**src/rtl/uart_flag_pkg.sv**
```systemverilog
package uart_flag_pkg;
  localparam int CODE_W = 9;
  localparam int NPORT  = 2;
  localparam int NFLAG  = 2 * NPORT;

  // flag order: kbd rx, kbd tx, prt rx, prt tx; clear code = set code | 1
  localparam logic [CODE_W-1:0] SET_CODE [NFLAG] = '{9'o110, 9'o050, 9'o320, 9'o330};
  // per port: keyboard, printer
  localparam logic [CODE_W-1:0] RX_BASE  [NPORT] = '{9'o114, 9'o324};
  localparam logic [CODE_W-1:0] TX_BASE  [NPORT] = '{9'o054, 9'o334};
  localparam logic [CODE_W-1:0] RX_AUX   [NPORT] = '{9'o112, 9'o322};

  typedef struct packed {
    logic c1;
    logic c0;
  } ctl_resp_t;
endpackage

```
**src/rtl/uart_flag_decode.sv**
```systemverilog
module uart_flag_decode
  import uart_flag_pkg::*;
(
  input  logic              valid_i,
  input  logic [CODE_W-1:0] code_i,
  output logic [NFLAG-1:0]  set_o,
  output logic [NFLAG-1:0]  clr_o,
  output logic [NPORT-1:0]  rx_rd_o,
  output logic [NPORT-1:0]  tx_wr_o,
  output ctl_resp_t         ctl_o
);
  logic [NPORT-1:0] c0_p, c1_p;

  for (genvar i = 0; i < NFLAG; i++) begin : g_flag
    assign set_o[i] = valid_i && (code_i == SET_CODE[i]);
    assign clr_o[i] = valid_i && (code_i == (SET_CODE[i] | 9'd1));
  end

  for (genvar p = 0; p < NPORT; p++) begin : g_port
    logic rx_a, rx_b, tx_a, tx_b, aux;
    assign rx_a = (code_i == RX_BASE[p]);
    assign rx_b = (code_i == RX_BASE[p] + 9'd2);
    assign tx_a = (code_i == TX_BASE[p]);
    assign tx_b = (code_i == TX_BASE[p] + 9'd2);
    assign aux  = (code_i == RX_AUX[p]);
    assign rx_rd_o[p] = valid_i && (rx_a || rx_b);
    assign tx_wr_o[p] = valid_i && (tx_a || tx_b);
    assign c0_p[p]    = valid_i && (rx_b || tx_b || aux);
    assign c1_p[p]    = valid_i && (rx_a || rx_b);
  end

  assign ctl_o.c0 = |c0_p;
  assign ctl_o.c1 = |c1_p;
endmodule

```
**src/rtl/uart_flag_cell.sv**
```systemverilog
module uart_flag_cell (
  input  logic clk_i,
  input  logic rst_ni,
  input  logic ioclr_ni,
  input  logic line_i,
  input  logic set_i,
  input  logic clr_i,
  output logic flag_o
);
  logic line_q;
  logic rise;

  assign rise = line_i && !line_q;

  always_ff @(posedge clk_i or negedge rst_ni) begin
    if (!rst_ni) begin
      line_q <= 1'b0;
      flag_o <= 1'b0;
    end else begin
      line_q <= line_i;
      if (!ioclr_ni)           flag_o <= 1'b0;
      else if (rise || set_i)  flag_o <= 1'b1;  // edge beats a clear code
      else if (clr_i)          flag_o <= 1'b0;
    end
  end
endmodule

```
**src/rtl/uart_flag_iot.sv**
```systemverilog
module uart_flag_iot
  import uart_flag_pkg::*;
#(
  parameter int DATA_W = 12,
  parameter int CHAR_W = 8
) (
  input  logic              clk_i,
  input  logic              rst_ni,
  input  logic              ioclr_ni,
  input  logic              iot_valid_i,
  input  logic [CODE_W-1:0] iot_code_i,
  input  logic [DATA_W-1:0] iot_data_i,
  input  logic              kbd_rx_avail_i,
  input  logic              kbd_tx_empty_i,
  input  logic              prt_rx_avail_i,
  input  logic              prt_tx_empty_i,
  output logic              skip_o,
  output logic              c0_o,
  output logic              c1_o,
  output logic              kbd_rx_rd_o,
  output logic              kbd_tx_wr_o,
  output logic              prt_rx_rd_o,
  output logic              prt_tx_wr_o,
  output logic [CHAR_W-1:0] tx_data_o
);
  logic [NFLAG-1:0] set_v, clr_v, line_v, flag_q;
  logic [NPORT-1:0] rx_rd, tx_wr;
  ctl_resp_t        ctl;
  logic             unused_data_hi;

  assign line_v = {prt_tx_empty_i, prt_rx_avail_i, kbd_tx_empty_i, kbd_rx_avail_i};

  uart_flag_decode u_dec (
    .valid_i (iot_valid_i),
    .code_i  (iot_code_i),
    .set_o   (set_v),
    .clr_o   (clr_v),
    .rx_rd_o (rx_rd),
    .tx_wr_o (tx_wr),
    .ctl_o   (ctl)
  );

  for (genvar i = 0; i < NFLAG; i++) begin : g_cell
    uart_flag_cell u_cell (
      .clk_i    (clk_i),
      .rst_ni   (rst_ni),
      .ioclr_ni (ioclr_ni),
      .line_i   (line_v[i]),
      .set_i    (set_v[i]),
      .clr_i    (clr_v[i]),
      .flag_o   (flag_q[i])
    );
  end

  assign skip_o      = |(clr_v & flag_q);
  assign c0_o        = ctl.c0;
  assign c1_o        = ctl.c1;
  assign kbd_rx_rd_o = rx_rd[0];
  assign prt_rx_rd_o = rx_rd[1];
  assign kbd_tx_wr_o = tx_wr[0];
  assign prt_tx_wr_o = tx_wr[1];
  assign tx_data_o   = (|tx_wr) ? iot_data_i[CHAR_W-1:0] : '0;
  assign unused_data_hi = ^iot_data_i[DATA_W-1:CHAR_W];
endmodule

```
**config.mk**
```make
export PLATFORM = sky130hd
export DESIGN_NAME = uart_flag_iot
export DESIGN_NICKNAME = d
export VERILOG_FILES = /design/src/rtl/uart_flag_pkg.sv /design/src/rtl/uart_flag_decode.sv /design/src/rtl/uart_flag_cell.sv /design/src/rtl/uart_flag_iot.sv
export SDC_FILE = /design/constraint.sdc
export NUM_CORES = 1
export LEC_CHECK = 0
export ABC_AREA = 0
export ABC_CLOCK_PERIOD_IN_PS = 1900
export BUFFER_PORTS_ARGS = -buffer_cell sky130_fd_sc_hd__buf_2
export CAP_MARGIN = 0
export CORE_MARGIN = 2
export CORE_UTILIZATION = 40
export CTS_CLUSTER_DIAMETER = 50
export DETAILED_ROUTE_END_ITERATION = 8
export GPL_TIMING_DRIVEN = 0
export PLACE_DENSITY_LB_ADDON = 0.05
export SLEW_MARGIN = 20
export SYNTH_ARGS = -nofsm -noshare
export SYNTH_HDL_FRONTEND = slang
export SYNTH_SLANG_ARGS = --single-unit
```
**constraint.sdc**
```tcl
create_clock -name clk_i -period 1.9 [get_ports clk_i]
set_clock_uncertainty 0.15 [all_clocks]
set_input_delay 0.38 -clock clk_i [delete_from_list [all_inputs] [get_ports clk_i]]
set_output_delay 0.38 -clock clk_i [all_outputs]
set_load 0.03 [all_outputs]
```
==> qor.txt, run 1 <==
status: finished, violations left
failing checks: setup timing
Tmin final: 2260 ps
Slew HR: 45.6%
Syn Inst Count: 70
Worst path depth: 6
Setup crit start kind: input port
Initial Util: 42.3%
final setup vio count: 14
Post-synth EDFFs: 0
GRT Residual Overflow: 0
Die H: 43.9 µm
grt met3 use: 2.92%
Worst setup EP type: output pin
Worst Path Required: 1370 ps
Pwr Density: 359 nW/µm²
top cell type's share of synthesized area: 31.4%
Die X-Extent: 43.9 µm
nets@finish: 156
P_leak: 0.540 nW
Syn-to-layout area delta: 93.1%
Worst-path clk slew: 50 ps
row cnt: 14
I/O pin cnt: 44
# clock sinks: 8
worst path bufs/invs: 3
Period Utilization, post-route: 119%
Yosys Warn Count: 0
Post-Route WL: 2.57 mm
pin count of the biggest net entering global routing: 10
CP max stage delay: 510 ps
worst-skew pair later-pin latency: 250 ps
proportion of layout cells with a drive suffix above 1: 64.8%
GP Congestion: 0.783
H-tree levels: 1
FFs w/ async S/R, synth: 100%
Worst Hold Slack: 97.1 ps
Max Freq: 0.443 GHz
Core ar.: 1510 µm²
I/O Buffers: 38
Antenna Nets Post-Route: 0
maximum VDD drop: 0.345 mV
sequential share of the synthesized area: 31.4%
Post-DP HPWL: 1.41 mm
Final Hold Fails: 0
Worst path top cell family by delay: simple AND/OR/NAND/NOR gates
most frequent cells after synthesis: 8 x and2_1, 8 x dfrtp_1, 6 x a21oi_1, 6 x inv_1, 6 x nor2_1
area leader, netlist: dfrtp_1
setup TNS: -3820 ps
first-pass GRT wire length: 3.44 mm
met2 Track Usage GR: 44.1%
DR vias: 828
syn avg cell area: 9.10 µm²
CTS Buffer Depth: 2
GRT busiest layer: met2
slowest stage cell, crit path: or4b_4
worst slew pin tran: 805 ps
DRT iter0 DRCs: 29
# diodes: 0
GRT met1 Usage: 27.9%
CTS Buf Count: 3
mapped cell area: 637 µm²
max-cap viol count: 0
antenna violations before repair: 0
DRC viols: 0
vias in the first global route: 764
Syn Nets: 99
final worst setup slack: -355 ps
TritonCTS clock tree: built
Netlist cell types: 29
WS Path Type: input port to output pin
DR pass1 iterations: 4
unrepaired setup endpoints after global routing: yes
R2R depth: 3
Max FO, Critical Path: 9
hold depth: 1
Core Util, Final: 81.6%
register bit total from synthesis: 8
cells along the critical path: buf_4 -> or4b_4 -> a211oi_4 -> buf_6 -> and2_4 -> buf_6
root buf cell: clkbuf_4
ys flop type: dfrtp_1
Vias/cell: 5.87
Hold/Removal Path Class: input port to register
routed length per instance: 18.2 µm
Die Footprint: 1930 µm²
cell mode on critical path: buf_6
main area contributors after synthesis: dfrtp_1 31%, and2_1 7.9%, a21oi_1 4.7%
Slew Viols, Final: 0
gr usage total: 24.2%
Arrival @ worst endpoint: 1730 ps
[worst reg2reg max path, stage by stage (launching register included)]
cell and delay [ps]:
dfrtp_1 320, inv_1 40, a32oi_1 150, a21oi_1 90
[cell usage in the layout (no fill, tap or decap), drive strengths merged]
cell	count
a211o	1
a211oi	1
a21oi	6
a31oi	1
a32oi	3
and2	8
and4b	1
buf	52
clkbuf	3
dfrtp	8
dlygate4sd3	1
inv	6
mux2i	1
nand2	3
nand2b	2
nand3b	3
nand4b	1
nand4bb	2
nor2	6
nor2b	1
nor3	2
nor4b	2
o2111ai	1
o21a	1
o31ai	3
o41ai	1
or2	1
or3b	2
or4b	2
[path summary, 6_finish.rpt]
| path | slack (ps) | to | from |
|---|---|---|---|
| min | 100 | g_cell[1].u_cell.line_q | kbd_tx_empty_i |
| max reg2reg | 1030 | g_cell[2].u_cell.flag_o | g_cell[2].u_cell.line_q |
| min in group asynchronous | 340 | g_cell[0].u_cell.flag_o | rst_ni |
| max in group asynchronous | 1100 | g_cell[3].u_cell.flag_o | rst_ni |
| max | -360 | tx_data_o[4] | iot_code_i[5] |
| min reg2reg | 380 | g_cell[1].u_cell.flag_o | g_cell[1].u_cell.line_q |
[area by class of cell]
type                    instances  area (µm²)
plain buffers                   1        15.0
clock buffers                   3        22.5
fillers                        84         277
inverters                       6        22.5
multi-input cells              55         502
flip-flops and latches          8         200
well taps                      16        20.0
repair buffers                 52         448
[sequential cells by signal (all words and copies together) (netlist names)]
register	flops
g_cell.u_cell.line_q	4
g_cell.u_cell.flag_o	4
[per-layer routing]
| layer | wire [µm] | up-vias | part of all wire (%) |
|---|---|---|---|
| li1 | - | 374 | - |
| met1 | 986 | 407 | 38 |
| met2 | 1400 | 41 | 55 |
| met3 | 129 | 6 | 5.0 |
| met4 | 51 | 0 | 2.0 |
| met5 | 0 | - | 0 |
[timing repair]
action	CTS	global route
endpoints found under the hold margin	8	0
pin swaps	15	7
endpoints found under the setup margin	14	15
buffers inserted	10	5
hold buffers	1	0
gates resized for setup	46	19
[cells by family (layout without fill, tap and decap cells)]
logic type	count (synthesis)	count (layout)	synth area share [%]
buf+inv	7	62	4.32
compound gates	18	18	22.0
mux	1	1	1.57
flops	8	8	31.4
simple gates	36	36	40.7
[per-stage QoR]
step | std cells | worst slack [ps] | area (µm²) | total power (W)
after global placement | 124 | -446 | 896 | 0.000275
after floorplan | 70 | -147 | 686 | 0.000231
final | 141 | -355 | 1230 | 0.000442
after CTS | 138 | -357 | 1150 | 0.000437
after detailed placement | 124 | -508 | 896 | 0.000279
after global routing | 141 | -384 | 1230 | 0.000464
[where the power goes]
| group | leakage [nW] | switching [W] | internal [W] |
|---|---|---|---|
| combinational | 0.427 | 0.0000632 | 0.0000674 |
| clock | 0.0138 | 0.0000543 | 0.0000720 |
| sequential | 0.0991 | 0.00000406 | 0.000181 |
Power figures use the tool's default switching activity.
==> inputs of run 2 (changes only) <==
--- a/config.mk
+++ b/config.mk
@@ -7,12 +7,12 @@
 export LEC_CHECK = 0
 export ABC_AREA = 0
 export ABC_CLOCK_PERIOD_IN_PS = 1900
-export BUFFER_PORTS_ARGS = -buffer_cell sky130_fd_sc_hd__buf_2
 export CAP_MARGIN = 0
 export CORE_MARGIN = 2
-export CORE_UTILIZATION = 40
+export CORE_UTILIZATION = 41
 export CTS_CLUSTER_DIAMETER = 50
 export DETAILED_ROUTE_END_ITERATION = 8
+export DONT_BUFFER_PORTS = 1
 export GPL_TIMING_DRIVEN = 0
 export PLACE_DENSITY_LB_ADDON = 0.05
 export SLEW_MARGIN = 20
==> run 2 against run 1 <==
Against the previous run:
- the flow still finishes with violations (setup timing)
- fmax grew 9.7%
- global-route usage shrank 7.8 points
- power shrank 14%
- final cell count shrank 29%
- non-clock buffer count shrank 41
- via count shrank 28%
- sequential share of layout area grew 6.9 points
- register-to-register slack gained 20 ps
- utilization shrank 24 points
- wire length shrank 42%
- largest power group unchanged
- clock power is essentially flat
==> qor.txt, run 2 (synthesis results as in run 1) <==
Post-DP HPWL: 1.15 mm (was 1.41 mm)
root buf cell: clkbuf_4 (unchanged)
routed length per instance: 14.8 µm (was 18.2 µm)
Worst Path Required: 1370 ps (about the same)
unrepaired setup endpoints after global routing: yes (unchanged)
Slew HR: 51.4% (was 45.6%)
first-pass GRT wire length: 2.33 mm (was 3.44 mm)
Max Freq: 0.487 GHz (was 0.443 GHz)
DRT iter0 DRCs: 2 (was 29)
P_leak: 0.322 nW (was 0.540 nW)
Tmin final: 2060 ps (was 2260 ps)
max-cap viol count: 0 (unchanged)
setup TNS: -1200 ps (was -3820 ps)
CTS Buf Count: 3 (unchanged)
row cnt: 14 (unchanged)
Antenna Nets Post-Route: 0 (unchanged)
Arrival @ worst endpoint: 1530 ps (was 1730 ps)
worst-skew pair later-pin latency: 240 ps (was 250 ps)
antenna violations before repair: 0 (unchanged)
failing checks: setup timing (unchanged)
top flop regs: g_cell.u_cell.flag_o: 4 flops, g_cell.u_cell.line_q: 4 flops (unchanged)
most frequent cells in the layout: 8 x dfrtp_1, 6 x inv_1, 6 x and2_4, 6 x buf_4, 5 x dlygate4sd3_1 (was 22 x buf_6, 17 x buf_2, 10 x buf_4)
cell-internal power: 0.000290 W (was 0.000320 W)
# clock sinks: 8 (unchanged)
Period Utilization, post-route: 108% (was 119%)
worst slew pin tran: 719 ps (was 805 ps)
Core ar.: 1490 µm² (was 1510 µm²)
I/O pin cnt: 44 (unchanged)
DR vias: 594 (was 828)
final setup vio count: 9 (was 14)
status: finished, violations left (unchanged)
Post-Route WL: 1.48 mm (was 2.57 mm)
Filler Cells Inserted: 145 (was 84)
Max FO, Critical Path: 7 (was 9)
GP Congestion: 0.733 (was 0.783)
proportion of layout cells with a drive suffix above 1: 38.1% (was 64.8%)
DRC viols: 0 (unchanged)
Die X-Extent: 43.4 µm (was 43.9 µm)
Placed Area: 706 µm² (was 896 µm²)
clock power share: 33.0% (was 28.6%)
most common cell after layout, fill and taps aside: dfrtp_1 (was buf_6)
vias in the first global route: 523 (was 764)
maximum VDD drop: 0.415 mV (was 0.345 mV)
CTS Buffer Depth: 2 (unchanged)
TritonCTS clock tree: built (unchanged)
H-tree levels: 1 (unchanged)
nets@finish: 115 (was 156)
Net Sw Frac: 23.4% (was 27.5%)
DR pass1 iterations: 4 (unchanged)
GRT Residual Overflow: 0 (unchanged)
final worst setup slack: -155 ps (was -355 ps)
I/O Buffers: 0 (was 38)
# diodes: 0 (unchanged)
pin count of the biggest net entering global routing: 10 (unchanged)
Die H: 43.4 µm (was 43.9 µm)
Worst Hold Slack: 136 ps (was 97.1 ps)
total power: 0.000379 W (was 0.000442 W)
Worst-path clk slew: 60 ps (was 50 ps)
Die Footprint: 1880 µm² (was 1930 µm²)
Final Hold Fails: 0 (unchanged)
Setup crit start kind: input port (unchanged)
sw power: 0.0000886 W (was 0.000122 W)
Reg power frac: 48.5% (was 41.8%)
Slew Viols, Final: 0 (unchanged)
Pwr Density: 438 nW/µm² (was 359 nW/µm²)
Hold/Removal Path Class: input port to register (unchanged)
Worst setup EP type: output pin (unchanged)
combinational share of power: 18.5% (was 29.6%)
Initial Util: 42.8% (was 42.3%)
gr usage total: 16.5% (was 24.2%)
Vias/cell: 5.94 (was 5.87)
Syn-to-layout area delta: 35.8% (was 93.1%)
fin area: 865 µm² (was 1230 µm²)
WS Path Type: input port to output pin (unchanged)
## run 2: changes by cell type in the layout (fill, tap and decap cells not counted), sizes merged
cell / change
dlygate4sd3: +4
buf: -45
## run 2: final timing paths
path | startpoint | end | slack, ps | cells after the start
min | kbd_tx_empty_i | g_cell[1].u_cell.flag_o | 140 | 2
min reg2reg | g_cell[1].u_cell.line_q | g_cell[1].u_cell.flag_o | 360 | 2
max in group asynchronous | rst_ni | g_cell[2].u_cell.line_q | 1000 | 1
max reg2reg | g_cell[3].u_cell.line_q | g_cell[3].u_cell.flag_o | 1050 | 3
min in group asynchronous | rst_ni | g_cell[1].u_cell.line_q | 330 | 1
max | iot_code_i[7] | tx_data_o[4] | -160 | 4
## run 2: repair_timing
item | CTS | global route
endpoints found under the hold margin | 10 | 2
resized for setup | 8 | 3
pin swaps | 10 | 1
gates cloned | 0 | 0
buffers inserted | 4 | 2
endpoints found under the setup margin | 13 | 10
hold buffers | 3 | 2
## run 2: layer usage
metal / wire [µm] / global-route usage [%] / up-vias
met3: 125 / 4.17 / 0
met1: 625 / 21.4 / 278
li1: - / - / 290
met2: 732 / 27.8 / 26
met5: 0 / 0 / -
met4: 0 / 3.64 / 0
## run 2: power by group through the flow
stage	clock, W	combinational, W	sequential (W)
after floorplan	0	0.0000448	0.000186
after global placement	0	0.0000514	0.000187
after detailed placement	0	0.0000516	0.000187
after CTS	0.000131	0.0000647	0.000184
after global routing	0.000136	0.0000776	0.000185
final	0.000125	0.0000700	0.000184
## run 2: worst max-delay path, stage by stage
cell and delay, ps:
or4b_4 550, a211oi_4 250, buf_4 160, and2_4 180
## run 2: cell type report
type	instances	area [µm²]	area share, %
inverters	6	22.5	2.60
multi-input cells	55	484	56.0
repair buffers	11	95.1	11.0
flip-flops and latches	8	200	23.2
plain buffers	1	20.0	2.32
well taps	16	20.0	2.32
clock buffers	3	22.5	2.60
## run 2: metrics by stage
step                      worst slack (ps)  instances  util (%)
after floorplan                       -147         70         -
after CTS                             -192         96      54.6
after global placement                -275         86      47.4
after global routing                  -213        100      58.1
after detailed placement              -225         86      47.4
final                                 -155        100      58.1
==> inputs of run 3 (changes only) <==
--- a/config.mk
+++ b/config.mk
@@ -10,6 +10,7 @@
 export CAP_MARGIN = 0
 export CORE_MARGIN = 2
 export CORE_UTILIZATION = 41
+export CTS_BUF_LIST = sky130_fd_sc_hd__clkbuf_8
 export CTS_CLUSTER_DIAMETER = 50
 export DETAILED_ROUTE_END_ITERATION = 8
 export DONT_BUFFER_PORTS = 1
==> run 3 against run 2 <==
Against the previous run:
- the flow still finishes with violations (setup timing)
- critical path type unchanged
- largest power group is now the clock network
- register-to-register slack hardly changed
- wire length is 0.47% higher
- highest routed layer is now met4
- worst setup slack hardly changed
- count of clock-buffer cells in the layout stayed put
- non-clock buffer count is 4 lower
- die area stayed put
- sequential power hardly changed
==> qor.txt, run 3 (synthesis results as in run 1) <==
Period Utilization, post-route: 108% (about the same)
most frequent cells in the layout: 8 x dfrtp_1, 6 x inv_1, 6 x and2_4, 6 x buf_4 (was 8 x dfrtp_1, 6 x inv_1, 6 x and2_4, 6 x buf_4, 5 x dlygate4sd3_1)
worst slew pin tran: 751 ps (was 719 ps)
Final Hold Fails: 0 (unchanged)
DR vias: 587 (was 594)
Post-DP HPWL: 1.15 mm (unchanged)
worst-skew pair later-pin latency: 230 ps (was 240 ps)
Place WS: -225 ps (unchanged)
proportion of layout cells with a drive suffix above 1: 40.0% (was 38.1%)
routed length per instance: 15.5 µm (was 14.8 µm)
Filler Cells Inserted: 149 (was 145)
CTS Buffer Depth: 2 (unchanged)
GP Congestion: 0.733 (unchanged)
I/O pin cnt: 44 (unchanged)
Die Footprint: 1880 µm² (unchanged)
Pwr Density: 532 nW/µm² (was 438 nW/µm²)
DRT iter0 DRCs: 0 (was 2)
cell-internal power: 0.000350 W (was 0.000290 W)
status: finished, violations left (unchanged)
clock power share: 44.7% (was 33.0%)
P_leak: 0.313 nW (was 0.322 nW)
sw power: 0.0000985 W (was 0.0000886 W)
WS Path Type: input port to output pin (unchanged)
Reg power frac: 41.1% (was 48.5%)
pin count of the biggest net entering global routing: 10 (unchanged)
Post-Route WL: 1.49 mm (was 1.48 mm)
max-cap viol count: 0 (unchanged)
Die H: 43.4 µm (unchanged)
unrepaired setup endpoints after global routing: yes (unchanged)
Worst setup EP type: output pin (unchanged)
# clock sinks: 8 (unchanged)
combinational share of power: 14.3% (was 18.5%)
Core Util, Final: 56.6% (was 58.1%)
Arrival @ worst endpoint: 1530 ps (about the same)
root buf cell: clkbuf_8 (was clkbuf_4)
most common cell after layout, fill and taps aside: dfrtp_1 (unchanged)
Worst-path clk slew: 40 ps (was 60 ps)
final setup vio count: 9 (unchanged)
Worst Path Required: 1370 ps (about the same)
CTS Buf Count: 3 (unchanged)
area of the multi-input gates: 484 µm² (unchanged)
total power: 0.000449 W (was 0.000379 W)
Core ar.: 1490 µm² (unchanged)
Net Sw Frac: 22.0% (was 23.4%)
Tmin final: 2060 ps (about the same)
row cnt: 14 (unchanged)
I/O Buffers: 0 (unchanged)
Hold/Removal Path Class: input port to register (unchanged)
GRT Residual Overflow: 0 (unchanged)
gr usage total: 16.8% (was 16.5%)
DRC viols: 0 (unchanged)
first-pass GRT wire length: 2.36 mm (was 2.33 mm)
Max FO, Critical Path: 7 (unchanged)
Antenna Nets Post-Route: 0 (unchanged)
Initial Util: 42.8% (unchanged)
Vias/cell: 6.11 (was 5.94)
# diodes: 0 (unchanged)
nets@finish: 111 (was 115)
Reg area: 200 µm² (unchanged)
antenna violations before repair: 0 (unchanged)
Setup crit start kind: input port (unchanged)
TritonCTS clock tree: built (unchanged)
Max Freq: 0.486 GHz (was 0.487 GHz)
Syn-to-layout area delta: 32.4% (was 35.8%)
Die X-Extent: 43.4 µm (unchanged)
failing checks: setup timing (unchanged)
Slew HR: 49.2% (was 51.4%)
vias in the first global route: 530 (was 523)
H-tree levels: 1 (unchanged)
top flop regs: g_cell.u_cell.flag_o: 4 flops, g_cell.u_cell.line_q: 4 flops (unchanged)
final worst setup slack: -156 ps (was -155 ps)
DR pass1 iterations: 1 (was 4)
Slew Viols, Final: 0 (unchanged)
maximum VDD drop: 0.393 mV (was 0.415 mV)
==> run 3: worst max-delay path, stage by stage <==
cell	delay (ps)
or4b_4	550
a211oi_4	250
buf_4	160
and2_4	180
==> run 3: what timing repair did <==
item	4_1_cts	5_1_grt
endpoints found under the setup margin	13	10
buffers inserted	4	2
resized for setup	8	3
hold buffers	1	0
gates cloned	0	0
endpoints found under the hold margin	8	0
pin swaps	10	1
==> run 3: final timing paths <==
check / startpoint / to / slack, ps / cells past startpoint
max: iot_code_i[7] / tx_data_o[4] / -160 / 4
min: kbd_rx_avail_i / g_cell[0].u_cell.line_q / 30 / 0
max reg2reg: g_cell[3].u_cell.line_q / g_cell[3].u_cell.flag_o / 1050 / 3
min reg2reg: g_cell[1].u_cell.line_q / g_cell[1].u_cell.flag_o / 350 / 2
max in group asynchronous: rst_ni / g_cell[2].u_cell.line_q / 990 / 1
min in group asynchronous: rst_ni / g_cell[1].u_cell.line_q / 350 / 1
==> run 3: stage by stage <==
| stage | area [µm²] | hold slack [ps] | TNS [ps] | std cells |
|---|---|---|---|---|
| 2_1_floorplan | 686 | -65.6 | -1240 | 70 |
| 3_3_place_gp | 706 | -65.4 | -2210 | 86 |
| 3_5_place_dp | 706 | -65.4 | -2270 | 86 |
| 4_1_cts | 812 | 26.6 | -1660 | 94 |
| 5_1_grt | 843 | 21.9 | -1630 | 96 |
| 6_report | 843 | 29.8 | -1210 | 96 |
==> run 3: power groups by stage <==
stage                     Clock [W]  Combinational, W  Sequential [W]
after CTS                  0.000205         0.0000617        0.000184
after floorplan                   0         0.0000448        0.000186
after global placement            0         0.0000514        0.000187
after global routing       0.000212         0.0000710        0.000185
after detailed placement          0         0.0000516        0.000187
final                      0.000201         0.0000640        0.000184
==> run 3: cell type report <==
class	instances	share of cell area [%]
multi-input combinational	55	57.4
timing repair buffer	7	6.53
clock buffer	3	4.90
buffer	1	2.37
sequential	8	23.7
inverter	6	2.67
tap	16	2.37
==> run 3: per-layer routing <==
metal / track usage, % / wire, µm / vias up
met4: 5.45 / 13 / 0
li1: - / - / 281
met5: 0 / 0 / -
met1: 21.7 / 605 / 276
met3: 4.17 / 134 / 2
met2: 27.8 / 737 / 28
